--- config.mk ---
export PLATFORM = sky130hd
export DESIGN_NAME = mdio_cmd_engine
export DESIGN_NICKNAME = d
export VERILOG_FILES = /design/src/rtl/mdio_pkg.sv /design/src/rtl/mdio_cmd_reg.sv /design/src/rtl/mdio_frame_fsm.sv /design/src/rtl/mdio_rd_capture.sv /design/src/rtl/mdio_cmd_engine.sv
export SDC_FILE = /design/constraint.sdc
export NUM_CORES = 1
export LEC_CHECK = 0
export ABC_AREA = 1
export BUFFER_PORTS_ARGS = -buffer_cell sky130_fd_sc_hd__buf_2
export CAP_MARGIN = 20
export CORE_UTILIZATION = 35
export CTS_CLUSTER_SIZE = 40
export DETAILED_ROUTE_END_ITERATION = 10
export GPL_TIMING_DRIVEN = 1
export SLEW_MARGIN = 20
export SYNTH_ARGS = -nofsm -noshare
export SYNTH_HDL_FRONTEND = slang
export SYNTH_SLANG_ARGS = --single-unit
--- constraint.sdc ---
create_clock -name clk -period 4.65 [get_ports clk]
set_clock_uncertainty 0.2 [all_clocks]
set_input_delay 0.93 -clock clk [delete_from_list [all_inputs] [get_ports clk]]
set_output_delay 0.93 -clock clk [all_outputs]
set_load 0.005 [all_outputs]
--- src/rtl/mdio_pkg.sv ---
`timescale 1ns/1ps
package mdio_pkg;

    // command word field positions
    localparam int GO_BIT   = 0;
    localparam int WR_BIT   = 1;
    localparam int PHY_LSB  = 8;
    localparam int PHY_W    = 2;
    localparam int REG_LSB  = 10;
    localparam int REG_W    = 5;
    localparam int WD_LSB   = 16;
    localparam int DATA_W   = 16;
    localparam int ADDR_W   = 5;
    localparam int CMD_W    = 32;

    // bits that are stored; the rest read back as zero
    localparam logic [CMD_W-1:0] CMD_MASK = 32'hFFFF_7F03;

    typedef enum logic [2:0] {
        ST_IDLE,
        ST_PRE,
        ST_SOF,
        ST_OPC,
        ST_PHY,
        ST_REG,
        ST_TA,
        ST_DAT
    } frame_state_e;

endpackage

--- src/rtl/mdio_cmd_reg.sv ---
`timescale 1ns/1ps
module mdio_cmd_reg
    import mdio_pkg::*;
(
    input  logic             clk,
    input  logic             rst_n,
    input  logic             cmd_we,
    input  logic [CMD_W-1:0] cmd_wdata,
    input  logic             done,
    output logic [CMD_W-1:0] cmd_q
);

    logic accept;

    // a write lands when idle, or in the very cycle the frame completes
    assign accept = cmd_we && (!cmd_q[GO_BIT] || done);

    always_ff @(posedge clk) begin
        if (!rst_n) begin
            cmd_q <= '0;
        end else begin
            if (done)
                cmd_q[GO_BIT] <= 1'b0;
            if (accept)
                cmd_q <= cmd_wdata & CMD_MASK;
        end
    end


    go_clear_chk: assert property (@(posedge clk) disable iff (!rst_n)
        (done && !(cmd_we && cmd_wdata[GO_BIT])) |=> !cmd_q[GO_BIT]);


    busy_write_ignored_chk: assert property (@(posedge clk) disable iff (!rst_n)
        (cmd_q[GO_BIT] && cmd_we && !done) |=> $stable(cmd_q));

endmodule

--- src/rtl/mdio_frame_fsm.sv ---
`timescale 1ns/1ps
module mdio_frame_fsm
    import mdio_pkg::*;
#(
    parameter int PREAMBLE_LEN = 32
)(
    input  logic              clk,
    input  logic              rst_n,
    input  logic              mdc_fall,
    input  logic              go,
    input  logic              is_write,
    input  logic [PHY_W-1:0]  phy_lo,
    input  logic [REG_W-1:0]  regad,
    input  logic [DATA_W-1:0] wdata,
    output logic              mdio_o,
    output logic              mdio_oe,
    output logic              done,
    output logic              sample_en,
    output logic              busy
);

    localparam int CW = (PREAMBLE_LEN > DATA_W) ? $clog2(PREAMBLE_LEN) : $clog2(DATA_W);

    frame_state_e  state, nxt_state;
    logic [CW-1:0] cnt, nxt_cnt;
    logic          done_c;
    logic          bit_c, oe_c;
    logic [ADDR_W-1:0] phy_sh, reg_sh;
    logic [DATA_W-1:0] wd_sh;

    function automatic int field_last(frame_state_e s);
        case (s)
            ST_PRE:                 return PREAMBLE_LEN - 1;
            ST_SOF, ST_OPC, ST_TA:  return 1;
            ST_PHY, ST_REG:         return ADDR_W - 1;
            ST_DAT:                 return DATA_W - 1;
            default:                return 0;
        endcase
    endfunction

    function automatic frame_state_e field_next(frame_state_e s);
        case (s)
            ST_PRE:  return ST_SOF;
            ST_SOF:  return ST_OPC;
            ST_OPC:  return ST_PHY;
            ST_PHY:  return ST_REG;
            ST_REG:  return ST_TA;
            ST_TA:   return ST_DAT;
            default: return ST_IDLE;
        endcase
    endfunction

    // next position in the frame, taken on each falling strobe
    always_comb begin
        nxt_state = state;
        nxt_cnt   = cnt;
        done_c    = 1'b0;
        unique case (state)
            ST_IDLE: begin
                if (go) begin
                    nxt_state = ST_PRE;
                    nxt_cnt   = '0;
                end
            end
            ST_PRE, ST_SOF, ST_OPC, ST_PHY, ST_REG, ST_TA, ST_DAT: begin
                if (int'(cnt) == field_last(state)) begin
                    nxt_state = field_next(state);
                    nxt_cnt   = '0;
                    done_c    = (state == ST_DAT);
                end else begin
                    nxt_cnt = cnt + CW'(1);
                end
            end
        endcase
    end

    // state register process
    always_ff @(posedge clk) begin
        if (!rst_n) begin
            state <= ST_IDLE;
            cnt   <= '0;
        end else if (mdc_fall) begin
            state <= nxt_state;
            cnt   <= nxt_cnt;
        end
    end

    // bit and enable belonging to the position being entered
    always_comb begin
        phy_sh = {{(ADDR_W-PHY_W){1'b0}}, phy_lo} << nxt_cnt;
        reg_sh = regad << nxt_cnt;
        wd_sh  = wdata << nxt_cnt;
        bit_c  = 1'b1;
        oe_c   = 1'b1;
        unique case (nxt_state)
            ST_IDLE: begin bit_c = 1'b1; oe_c = 1'b0; end
            ST_PRE:  bit_c = 1'b1;
            ST_SOF:  bit_c = (nxt_cnt != '0);
            ST_OPC:  bit_c = is_write ? (nxt_cnt != '0) : (nxt_cnt == '0);
            ST_PHY:  bit_c = phy_sh[ADDR_W-1];
            ST_REG:  bit_c = reg_sh[ADDR_W-1];
            ST_TA: begin
                bit_c = is_write ? (nxt_cnt == '0) : 1'b1;
                oe_c  = is_write;
            end
            ST_DAT: begin
                bit_c = is_write ? wd_sh[DATA_W-1] : 1'b1;
                oe_c  = is_write;
            end
        endcase
    end

    // output process
    always_ff @(posedge clk) begin
        if (!rst_n) begin
            mdio_o  <= 1'b1;
            mdio_oe <= 1'b0;
        end else if (mdc_fall) begin
            mdio_o  <= bit_c;
            mdio_oe <= oe_c;
        end
    end

    assign done      = mdc_fall && done_c;
    assign sample_en = (state == ST_DAT) && !is_write;
    assign busy      = (state != ST_IDLE);


    fall_only_chk: assert property (@(posedge clk) disable iff (!rst_n)
        !mdc_fall |=> ($stable(mdio_o) && $stable(mdio_oe)));


    idle_release_chk: assert property (@(posedge clk) disable iff (!rst_n)
        (state == ST_IDLE) |-> !mdio_oe);


    phy_upper_zero_chk: assert property (@(posedge clk) disable iff (!rst_n)
        (state == ST_PHY && int'(cnt) < (ADDR_W - PHY_W)) |-> (mdio_oe && !mdio_o));


    read_release_chk: assert property (@(posedge clk) disable iff (!rst_n)
        ((state == ST_TA || state == ST_DAT) && !is_write) |-> !mdio_oe);

endmodule

--- src/rtl/mdio_rd_capture.sv ---
`timescale 1ns/1ps
module mdio_rd_capture
    import mdio_pkg::*;
(
    input  logic              clk,
    input  logic              rst_n,
    input  logic              mdc_rise,
    input  logic              sample_en,
    input  logic              mdio_i,
    input  logic              load,
    output logic [DATA_W-1:0] rd_data
);

    logic [DATA_W-1:0] shift_q;

    always_ff @(posedge clk) begin
        if (!rst_n) begin
            shift_q <= '0;
            rd_data <= '0;
        end else begin
            if (sample_en && mdc_rise)
                shift_q <= {shift_q[DATA_W-2:0], mdio_i};
            if (load)
                rd_data <= shift_q;
        end
    end


    rd_hold_chk: assert property (@(posedge clk) disable iff (!rst_n)
        !load |=> $stable(rd_data));

endmodule

--- src/rtl/mdio_cmd_engine.sv ---
`timescale 1ns/1ps
module mdio_cmd_engine
    import mdio_pkg::*;
#(
    parameter int PREAMBLE_LEN = 32
)(
    input  logic              clk,
    input  logic              rst_n,
    input  logic              mdc_rise,
    input  logic              mdc_fall,
    input  logic              cmd_we,
    input  logic [CMD_W-1:0]  cmd_wdata,
    output logic [CMD_W-1:0]  cmd_word,
    output logic [DATA_W-1:0] rd_data,
    input  logic              mdio_i,
    output logic              mdio_o,
    output logic              mdio_oe
);

    logic [CMD_W-1:0] cmd_q;
    logic             done, sample_en, busy;

    mdio_cmd_reg u_cmd (
        .clk       (clk),
        .rst_n     (rst_n),
        .cmd_we    (cmd_we),
        .cmd_wdata (cmd_wdata),
        .done      (done),
        .cmd_q     (cmd_q)
    );

    mdio_frame_fsm #(.PREAMBLE_LEN(PREAMBLE_LEN)) u_fsm (
        .clk       (clk),
        .rst_n     (rst_n),
        .mdc_fall  (mdc_fall),
        .go        (cmd_q[GO_BIT]),
        .is_write  (cmd_q[WR_BIT]),
        .phy_lo    (cmd_q[PHY_LSB +: PHY_W]),
        .regad     (cmd_q[REG_LSB +: REG_W]),
        .wdata     (cmd_q[WD_LSB +: DATA_W]),
        .mdio_o    (mdio_o),
        .mdio_oe   (mdio_oe),
        .done      (done),
        .sample_en (sample_en),
        .busy      (busy)
    );

    mdio_rd_capture u_cap (
        .clk       (clk),
        .rst_n     (rst_n),
        .mdc_rise  (mdc_rise),
        .sample_en (sample_en),
        .mdio_i    (mdio_i),
        .load      (done && !cmd_q[WR_BIT]),
        .rd_data   (rd_data)
    );

    assign cmd_word = cmd_q;


    busy_go_chk: assert property (@(posedge clk) disable iff (!rst_n)
        busy |-> cmd_q[GO_BIT]);

endmodule

# After elaboration in Yosys (flattened, before gate mapping)
# Cells that the tools add are included.
# op_classes
muxes	18
addsub	1
n_shift	3
reduce_logical	18
n_eq_ne	15
# op_table
operator	n
equality test 6 x 32 -> 1 bit	1
two-way mux 32 bit	1
equality test 3 bit, second input constant	8
one-hot mux 5 bit (4 select lines)	1
one-hot mux 3 bit (6 select lines)	1
left shift 16 x 5 -> 16 bit	1
equality test 3 x 2 -> 1 bit, second input constant	4
two-way mux 5 bit	2
one-hot mux 5 bit (2 select lines)	1
two-way mux 1 bit	7
one-hot mux 1 bit (7 select lines)	1
OR reduction 7 bit	1
equality test 3 x 1 -> 1 bit, second input constant	2
zero test 3 bit	2
two-way mux 3 bit	2
one-hot mux 3 bit (2 select lines)	1
OR reduction 2 bit	3
adder 5 x 1 -> 5 bit, second input constant	1
logical AND 1 bit	5
zero test 5 bit	1
nonzero test 5 bit	1
left shift 2 x 5 -> 5 bit	1
left shift 5 x 5 -> 5 bit	1
OR reduction 3 bit	1
4 further kinds	5
# word_totals
input_bits	38
regBits	67

# Longest topological paths before layout
# Gate-level depths: netlist of run 1.
# depth
word_depth	11
mapped_depth	20
depth_no_buf	19

# Modules after synthesis
# From an unflattened synthesis of run 1, not the netlist that was laid out.
# unflattened
hier_cells	567
area_unflattened_um2	3679.8
# by_module_without_submodules
module	cells_each	instances	area_each_um2	seq_area_each_um2
mdio_frame_fsm	225	1	1260.0	200.2
mdio_cmd_reg	170	1	1212.4	500.5
mdio_rd_capture	170	1	1197.4	640.6
mdio_cmd_engine	2	1	10.0	0.0

# Worst setup path after synthesis of run 1
# No wires, ideal clock.
# synth_path
path_type	reg-to-reg
start	register u_fsm.state[1]
end	register u_fsm.mdio_o
setup_slack_ns	2.244
t_arrival_ns	2.091
n_path_buf	1
path_stages_with_launch	18
setup_ns	0.115
path_cell_list	dfxtp_1 > buf_6 > o21ai_2 > nand2_2 > nor2_4 > nand3_4 > nand2_4 > nand2_4 > nor3_2 > nand3_2 > ha_1 > o21ai_0 > nand2_1 > o211ai_1 > nor2_1 > nand2_1 > nand2_1 > nand2_1
# synth_via
elab_chain_len	10
word_cells_on_any_way	38
classes_between	15 x eq/ne; 3 x shift; 12 x mux; 8 x reduce/logical
# synth_rtl
element	line	source
from (decl)	mdio_frame_fsm.sv:24	frame_state_e state, nxt_state;
from (signal assigned)	mdio_frame_fsm.sv:83	state <= nxt_state;
equality test 3 x 2 -> 1 bit or equality test 3 bit (tied branches)	mdio_frame_fsm.sv:32, mdio_frame_fsm.sv:42, mdio_frame_fsm.sv:58	
OR reduction 3 bit or OR reduction 2 bit (tied branches)	mdio_frame_fsm.sv:32	case (s)
one-hot mux 5 bit (4 select lines)	mdio_frame_fsm.sv:32	
two-way mux 32 bit	mdio_frame_fsm.sv:58	unique case (state)
equality test 6 x 32 -> 1 bit	mdio_frame_fsm.sv:66	if (int'(cnt) == field_last(state)) begin
two-way mux 5 bit or two-way mux 3 bit (tied branches)	mdio_frame_fsm.sv:66	
one-hot mux 5 bit (2 select lines) or one-hot mux 3 bit (2 select lines) (tied branches)	mdio_frame_fsm.sv:58	
left shift 16 x 5 -> 16 bit, or another cell as far along	mdio_frame_fsm.sv:92	wd_sh = wdata << nxt_cnt;
two-way mux 1 bit, or another cell as far along	mdio_frame_fsm.sv:107	bit_c = is_write ? wd_sh[DATA_W-1] : 1'b1;
one-hot mux 1 bit (7 select lines) (*)	mdio_frame_fsm.sv:95	unique case (nxt_state)
to (signal assigned)	mdio_frame_fsm.sv:119	mdio_o <= bit_c;
to (decl)	mdio_frame_fsm.sv:15	output logic mdio_o,
# Mark *: on every way between the ends. The rest lies on a longest branch, timed or not. The select of a mux whose other input is x is not followed.
# A chain may end at the register's enable or synchronous reset.

# Worst setup path in the final report of run 1
# Ends and elaborated chain as after synthesis.

==> results, run 1 <==
- The flow ran to the end, and the final reports show no timing, DRC or antenna violations.
- The area of the mapped netlist is 3268 µm².
- Dividing the detail-routed via count by the number of cells gives 4.904.
- In this design, the stage delay of the slowest critical-path cell is 0.63 ns.
- Counting both buffers and inverters, the worst setup path holds a total of 1.
- The most instantiated flip-flop cell in the synthesis netlist is dfxtp_1.
- The post-cts hold buffer count is 0.
- The critical path runs through a total of 17 cells.
- The destination of the worst register-to-register timing path is u_fsm.mdio_o$_SDFFE_PN1P_.
- The synthesized design spends more area on one cell type than any other, namely dfxtp_1.
- The worst hold path belongs to the class reg2reg.
- After detailed routing, the number of remaining DRC violations is 0.
- Counting stages on the worst path, the most repeated cell is nand2_1.
- The largest net degree at the start of global routing is 44.
- The normalized max-slew margin is 37.96%.
- The worst setup path is launched from a flip-flop.
- In the synthesized netlist the async set-or-reset flop fraction comes to 0%.
- TritonCTS built the clock tree.
- Counting flops and latches in the post-synthesis netlist gives 67.
- The total area inside the core boundary comes to 8891 µm².
- The clock insertion delay at the later pin of the skew report is 0.35 ns.
- Global routing finished with a remaining overflow of 0.
- The H-tree generated during clock tree synthesis spans 3 levels.
- In the post-synthesis netlist, the biggest area contributors are dfxtp_1 41%, nor2_1 12%, o21ai_0 7.7%, nand3_1 6.4%, nor3_1 5.4%.
- The pin slew with the least headroom to its limit is 0.9237 ns.
- The number of cells in the finished layout apart from fillers is 637.
- The via count of the first global-routing pass was 2781.
- The clock tree root driver cell is clkbuf_8.
- In the post-route analysis, the smallest setup slack over all paths is 1.422 ns.
- The final number of setup-violating endpoints is 0.
- Setup repair after global routing left no endpoint under its margin.
- Data on the critical path is required at its endpoint by 4.74 ns.
- The final period utilization is 69.43%.
- Among all stages on the critical path, the largest delay is contributed by dfxtp_1.
- The die outline height is 98.63 µm.
- The startpoint-to-endpoint class of the critical path is reg2reg.
- The library cell used most frequently in the layout, excluding fill and tap cells, is nor2_1.
- The largest vdd supply drop is 187.3 µV.
- The start point of the critical path is u_fsm.state[1]$_SDFFE_PN0P_.
- Buffers added to address setup during post-CTS repair amount to 0.
- After clock tree synthesis, the clock-pin slew on the worst setup and hold paths is 0.08 ns.
- The family with the most delay on the worst path is simple AND/OR/NAND/NOR gates.
- The width of the chip is 98.63 µm.
- In this run the deepest clock path goes through 2 buffers.
- The max-slew violation count is 0.
- The post-synthesis to final-layout area growth is 16.54%.
- The startpoint identified for the worst register-to-register timing path is u_fsm.state[1]$_SDFFE_PN0P_.
- The global-route wire length before repair is 13.10 mm.
- The count of max-cap constraint violations is 0.
- The overall via count from detail_route is 3124.
- 0 antenna diodes ended up in the layout.
- Cells with a size suffix above 1 make up 21.17% of the layout.
- During placement, the flow inserted port buffers numbering 73.
- The cell area power density is 366.8 nW/µm².
- The critical path goes through inv_1 > a21oi_1 > nor2_2 > nor2_4 > nand3_4 > nand2_4 > nand2_4 > nor3_2 > nand3_2 > ha_1 > o21ai_0 > nand2_1 > o211ai_1 > nor2_1 > nand2_1 > nand2_1 > nand2_1.
- The share of the Yosys chip area taken by registers is 41.04%.
- For this run, the number of Yosys warnings is 0.
- After technology mapping, the gate count stands at 464.
- For the worst flop-to-flop path, the logic depth is 17.
- The number of resized instances in the post-cts repair step is 0.
- Timing analysis after detailed placement gives a worst setup slack of 1.442 ns.
- The arrival time of the worst setup path is 3.32 ns.
- The die covers 9728 µm².
- The share of the synthesized area in the top cell type is 41.04%.
- The starting utilization of the core area is 36.76%.
- The congestion estimate from routability-driven global placement came to 0.8722.
- Counting flops with a built-in enable in the synthesized netlist gives 0.
- The largest fanout on the critical path is 13.
- The number of antenna violations at the first check in global routing came to 0.
- The top cell types in the final layout, fill and taps aside, are 102 x nor2_1, 73 x buf_2, 67 x dfxtp_1, 50 x o21ai_0, 46 x nand2_1.
- For this run, the share of the core covered by cells in the final layout is 42.84%.
- The total length of routed wires is 7.670 mm.
- The critical path endpoint category is a flip-flop.
- The number of standard-cell rows in the floorplan is 34.
- Across all register-to-register paths, the minimum setup slack is 1.42 ns.
- During I/O placement, the number of pins put on the boundary was 88.
- The net count of the finished layout is 564.
- The total global-route track usage is 16.71%.
- The number of clock sinks is 67.
- The end point of the critical path is u_fsm.mdio_o$_SDFFE_PN1P_.
- After legalization and detailed placement, the total HPWL measured 5.428 mm.
- Once detail routing completed, the nets flagged for antenna violations numbered 0.
- The first routing iteration left 178 violations.
- A synthesized cell averages 7.043 µm².
- The smallest clock period supported by the final layout is computed as 3.228 ns.
- TritonCTS created 9 clock buffers.
- The cell total after placement is 621.
- The routed length per instance is 12.04 µm.
- In the final timing run, aggregate negative setup slack is 0 ns.
- The maximum clock rate is 309.7 MHz.
- The detailed-routing iteration count for the pre-antenna-repair pass is 4.
- The number of hold-slack violations in the final timing report is 0.
- The leakage power is 1.831 nW.
- The count of distinct cell types in the synthesized netlist is 32.
==> synthesized netlist by cell type (2+ instances only) <==
cell / count
o21ai_2: 3
o211ai_1: 2
clkbuf_1: 13
buf_4: 9
nand3_1: 42
nand2_4: 2
buf_2: 4
nand2_2: 5
inv_2: 2
nand2_1: 46
nor3_1: 35
nor2_1: 102
a21oi_1: 20
ha_1: 2
inv_1: 36
dfxtp_1: 67
nand4_1: 5
buf_6: 6
o21ai_0: 50
==> metal layers <==
metal,wire [µm],GRT usage [%]
met1,3791,22.57
met4,133,7.118
met5,0,0
met2,3367,26.00
met3,378,3.333
==> worst register-to-register path, stage by stage (launching register included) <==
cell	delay, ns
dfxtp_1	0.63
inv_1	0.21
a21oi_1	0.20
nor2_2	0.07
nor2_4	0.14
nand3_4	0.18
nand2_4	0.19
nand2_4	0.14
nor3_2	0.27
nand3_2	0.12
ha_1	0.29
o21ai_0	0.17
nand2_1	0.07
o211ai_1	0.09
nor2_1	0.06
nand2_1	0.07
nand2_1	0.05
nand2_1	0.05
==> worst min path at each step <==
stage                                               from                              to  slack (ns)  depth (start not counted)
after floorplan              u_cmd.cmd_q[8]$_SDFFE_PN0P_     u_cmd.cmd_q[8]$_SDFFE_PN0P_        0.26                          2
after global placement      u_cmd.cmd_q[14]$_SDFFE_PN0P_    u_cmd.cmd_q[14]$_SDFFE_PN0P_        0.26                          2
after detailed placement    u_cmd.cmd_q[14]$_SDFFE_PN0P_    u_cmd.cmd_q[14]$_SDFFE_PN0P_        0.26                          2
after CTS                   u_cmd.cmd_q[14]$_SDFFE_PN0P_    u_cmd.cmd_q[14]$_SDFFE_PN0P_        0.27                          2
after global routing      u_cap.rd_data[10]$_SDFFE_PN0P_  u_cap.rd_data[10]$_SDFFE_PN0P_        0.31                          2
final                       u_cmd.cmd_q[14]$_SDFFE_PN0P_    u_cmd.cmd_q[14]$_SDFFE_PN0P_        0.27                          2
==> registers in the layout, summed over array words and instances (netlist names) <==
name	flops
u_cap.shift_q	16
u_fsm.state	3
u_cap.rd_data	16
u_fsm.mdio_oe	1
u_fsm.mdio_o	1
u_fsm.cnt	5
u_cmd.cmd_q	25
==> metrics by stage <==
step	power [W]	hold slack [ns]	instance area (µm²)
final	0.001397	0.2725	3809
after global routing	0.001479	0.3124	3809
after CTS	0.001409	0.2719	3809
after detailed placement	0.0009035	0.2603	3602
after global placement	0.0008989	0.2589	3602
after floorplan	0.0008448	0.2597	3291
==> layout make-up <==
cell class              count  area, µm²
fillers                   906       5082
multi-input cells         332       1598
flip-flops and latches     67       1341
repair buffers             75      380.4
inverters                  39      147.6
well taps                 108      135.1
clock buffers               9      123.9
clock inverters             7      82.58
==> power breakdown <==
group	total [W]	internal (W)	switching, W	leakage, nW
Clock	0.000508	0.000257	0.000251	0.0988
Combinational	0.000257	0.0000935	0.000164	1.18
Sequential	0.000632	0.000600	0.0000320	0.548
==> kinds of logic after synthesis <==
logic type / after synthesis / share of synthesized area [%]
simple gates: 245 / 34.46
compound gates: 77 / 12.60
buf+inv: 71 / 10.76
flops: 67 / 41.04
fa+ha+maj: 2 / 0.7656
xor+xnor: 1 / 0.2680
other cells: 1 / 0.1147
(Power assumes the default switching activity.)
==> inputs of run 2 (changes only) <==
==> constraint.sdc (replaced) <==
create_clock -name clk -period 2.8 [get_ports clk]
set_clock_uncertainty 0.2 [all_clocks]
set_input_delay 0.56 -clock clk [delete_from_list [all_inputs] [get_ports clk]]
set_output_delay 0.56 -clock clk [all_outputs]
set_load 0.005 [all_outputs]
==> run 2 against run 1 <==
Final area is 5.1% higher; register-to-register slack worse by 1.2 ns; largest cell class unchanged; clock-buffer cell count stayed put; clock power is 78% higher; worst hold slack worse by 0.028 ns; sequential power is 65% higher; highest routed layer unchanged; wire length is 4.8% higher; total power is 75% higher; non-clock buffer count is 22 higher.
==> results, run 2 (same netlist as run 1, synthesis figures left out) <==
- The clock-pin slew reported for the worst setup and hold paths after clock tree synthesis is 0.08 ns (about the same).
- Registers with the most flip-flops: u_cmd.cmd_q (25), u_cap.rd_data (16), u_cap.shift_q (16) (unchanged).
- The startpoint-to-endpoint class of the critical path is reg2reg (unchanged).
- The total negative setup slack came to 0 ns (unchanged).
- The flip-flop and latch area is 1346 µm² (was 1341 µm²).
- The number of hold-slack violations in the final timing report is 0 (unchanged).
- The count of filler cells inserted in the layout is 898 (was 906).
- The most flop-heavy register is u_cmd.cmd_q (unchanged).
- The routability-driven placement congestion ratio came to 0.8392 (was 0.8722).
- The largest vdd supply drop was 290.2 µV (was 187.3 µV).
- The worst setup slack after placement is 0.06355 ns (was 1.442 ns).
- The post-detailed-route via-to-cell ratio came to 4.862 (was 4.904).
- The cell total after placement is 640 (was 621).
- The final number of setup-violating endpoints is 0 (unchanged).
- The total length of routed wires came to 8.040 mm (was 7.670 mm).
- The slowest cell on the critical path is dfxtp_2 (was dfxtp_1).
- The final setup slack of the worst path was 0.1770 ns (was 1.422 ns).
- The most common cell after layout, fill and taps aside is nor2_1 (unchanged).
- The area after detailed placement is 3745 µm² (was 3602 µm²).
- The count of inserted antenna diode cells is 0 (unchanged).
- The hold path depth is 3 (was 2).
- The critical path endpoint category is a flip-flop (unchanged).
- The start point of the critical path was u_fsm.state[1]$_SDFFE_PN0P_ (unchanged).
- The number of antenna violations at the first check in global routing came to 0 (unchanged).
- Chain of cells forming the critical path: buf_4 > o21ai_2 > nand2_2 > nor2_4 > nand3_4 > nand2_2 > o21ai_2 > nor3_2 > nand3_2 > ha_1 > o21ai_0 > nand2_1 > o211ai_1 > nor2_1 > nand2_1 > nand2_1 > nand2_1 (was inv_1 > a21oi_1 > nor2_2 > nor2_4 > nand3_4 > nand2_4 > nand2_4 > nor3_2 > nand3_2 > ha_1 > o21ai_0 > nand2_1 > o211ai_1 > nor2_1 > nand2_1 > nand2_1 > nand2_1).
- The multi-input logic area is 1607 µm² (was 1598 µm²).
- The largest fanout on the critical path is 6 (was 13).
- The number of levels in the clock H-tree was 3 (unchanged).
- The destination of the worst register-to-register timing path is u_fsm.mdio_o$_SDFFE_PN1P_ (unchanged).
- The number of cell instances on the worst register-to-register path is 17 (unchanged).
- The routed length per instance is 12.20 µm (was 12.04 µm).
- The post-cts hold buffer count was 0 (unchanged).
- The number of flip-flops in the largest register came to 25 (unchanged).
- The largest incremental delay on the critical path is 0.34 ns (was 0.63 ns).
- The pin slew with the least headroom to its limit is 0.8128 ns (was 0.9237 ns).
- The final design area excluding fillers is 4004 µm² (was 3809 µm²).
- The floorplan core area is 8891 µm² (unchanged).
- Result of the run: completed (unchanged).
- The net count of the finished layout is 586 (was 564).
- The die area is 9728 µm² (unchanged).
- The arrival time of the worst setup path is 2.72 ns (was 3.32 ns).
- The worst min-delay path category is in2reg (was reg2reg).
- The number of clock sinks is 67 (unchanged).
- The half-perimeter wire length after placement is 5.868 mm (was 5.428 mm).
- The total clock buffers created by CTS is 9 (unchanged).
- The number of cells in the finished layout apart from fillers is 659 (was 637).
- The endpoint required time on the critical path is 2.90 ns (was 4.74 ns).
- The core utilization of the finished layout was 45.03% (was 42.84%).
- The max-slew violation count is 0 (unchanged).
- The post-synthesis to final-layout area growth is 22.51% (was 16.54%).
- The type of element launching the critical path is a flip-flop (unchanged).
- The cell area power density is 611.5 nW/µm² (was 366.8 nW/µm²).
- The clock tree root driver cell is clkbuf_8 (unchanged).
- The clock insertion delay at the later pin of the skew report is 0.35 ns (about the same).
- The remaining global-route overflow came to 0 (unchanged).
- The maximum root-to-sink buffer count was 2 (unchanged).
- The cell occurring most often along the worst timing path is nand2_1 (unchanged).
- The startpoint of the most critical register-to-register path is u_fsm.state[1]$_SDFFE_PN0P_ (unchanged).
- The detailed-routing iteration count for the pre-antenna-repair pass is 4 (unchanged).
- The starting utilization of the core area is 36.76% (unchanged).
- The width of the chip was 98.63 µm (unchanged).
- The violation count after the first detailed-route iteration is 120 (was 178).
- The number of ports placed on the die boundary is 88 (unchanged).
- The number of standard-cell rows in the floorplan came to 34 (unchanged).
- The global-route wire length before repair is 13.57 mm (was 13.10 mm).
- The normalized max-slew margin is 45.75% (was 37.96%).
- Commonest cells after routing, fill and taps aside: 102 x nor2_1, 73 x buf_2, 65 x dfxtp_1, 50 x o21ai_0, 44 x nand2_1 (was 102 x nor2_1, 73 x buf_2, 67 x dfxtp_1, 50 x o21ai_0, 46 x nand2_1).
- The total global-route track usage is 17.31% (was 16.71%).
- The count of nets left with antenna violations after detail routing was 0 (unchanged).
- The fraction of layout cells with a size suffix above 1 came to 25.41% (was 21.17%).
- The minimum clock period is 2.623 ns (was 3.228 ns).
- The maximum clock rate came to 381.2 MHz (was 309.7 MHz).
- The CTS tree is built (unchanged).
- The endpoint of the worst hold path is u_cap.shift_q[0]$_SDFFE_PN0P_ (was u_cmd.cmd_q[14]$_SDFFE_PN0P_).
- The die outline height is 98.63 µm (unchanged).
- The leakage power was 1.952 nW (was 1.831 nW).
- The largest net degree at the start of global routing is 43 (was 44).
- The worst setup slack for register-to-register paths was 0.18 ns (was 1.42 ns).
- The count of max-cap constraint violations is 0 (unchanged).
- The overall via count from detail_route is 3204 (was 3124).
- The final period utilization came to 93.68% (was 69.43%).
- The count of buffers inserted at the top-level ports came to 73 (unchanged).
- The via count of the first global-routing pass is 2966 (was 2781).
- The detailed-route DRC error count is 0 (unchanged).
- The worst hold path startpoint was mdio_i (was u_cmd.cmd_q[14]$_SDFFE_PN0P_).
## run 2: changes by cell type in the layout (fill, tap and decap cells not counted), sizes merged
cell,before,now
buf,75,97
clkinv,1,3
inv,42,40
bufinv,1,2
clkinvlp,2,1
## run 2: timing repair
action	CTS	global route
setup buffers	0	3
resized for setup	0	7
endpoints found under the setup margin	0	22
## run 2: area by class of cell
cell class	instances	share of cell area, %
clock inverter	7	2.469
clock buffer	9	3.094
timing repair buffer	97	13.62
inverter	39	3.688
multi-input combinational	332	40.12
tap	108	3.375
sequential	67	33.62
## run 2: how the worst max path moves through the flow
stage	slack, ns	cells past startpoint	to
2_1_floorplan	0.39	17	u_fsm.mdio_o$_SDFFE_PN1P_
3_3_place_gp	0.14	17	u_fsm.mdio_o$_SDFFE_PN1P_
3_5_place_dp	0.06	17	u_fsm.mdio_o$_SDFFE_PN1P_
4_1_cts	0.05	17	u_fsm.mdio_o$_SDFFE_PN1P_
5_1_grt	-0.008	17	u_fsm.mdio_o$_SDFFE_PN1P_
6_report	0.18	17	u_fsm.mdio_o$_SDFFE_PN1P_
## run 2: metal layers
metal,vias up,wire length (µm),global-route usage [%]
met5,-,0,0
met4,0,178,7.807
met3,14,312,3.262
met2,72,3550,27.84
met1,1442,3999,22.60
li1,1676,-,-
## run 2: report_power, final
| group | total, W | internal [W] | switching, W | leakage [nW] |
|---|---|---|---|---|
| registers | 0.00104 | 0.000997 | 0.0000450 | 0.549 |
| clock network | 0.000903 | 0.000507 | 0.000396 | 0.110 |
| logic | 0.000504 | 0.000205 | 0.000299 | 1.29 |
## run 2: critical path: cells and delay by family (launching register included)
family          cells  cell delay (ns)
simple gates       11             1.12
compound gates      4             0.49
flops               1             0.34
fa+ha+maj           1             0.27
buf+inv             1             0.16
## run 2: per-stage QoR
step	power (W)	hold slack [ns]
after floorplan	0.001403	0.2597
after global placement	0.001535	0.2752
after detailed placement	0.001545	0.2767
after CTS	0.002439	0.2390
after global routing	0.002575	0.2397
final	0.002448	0.2449
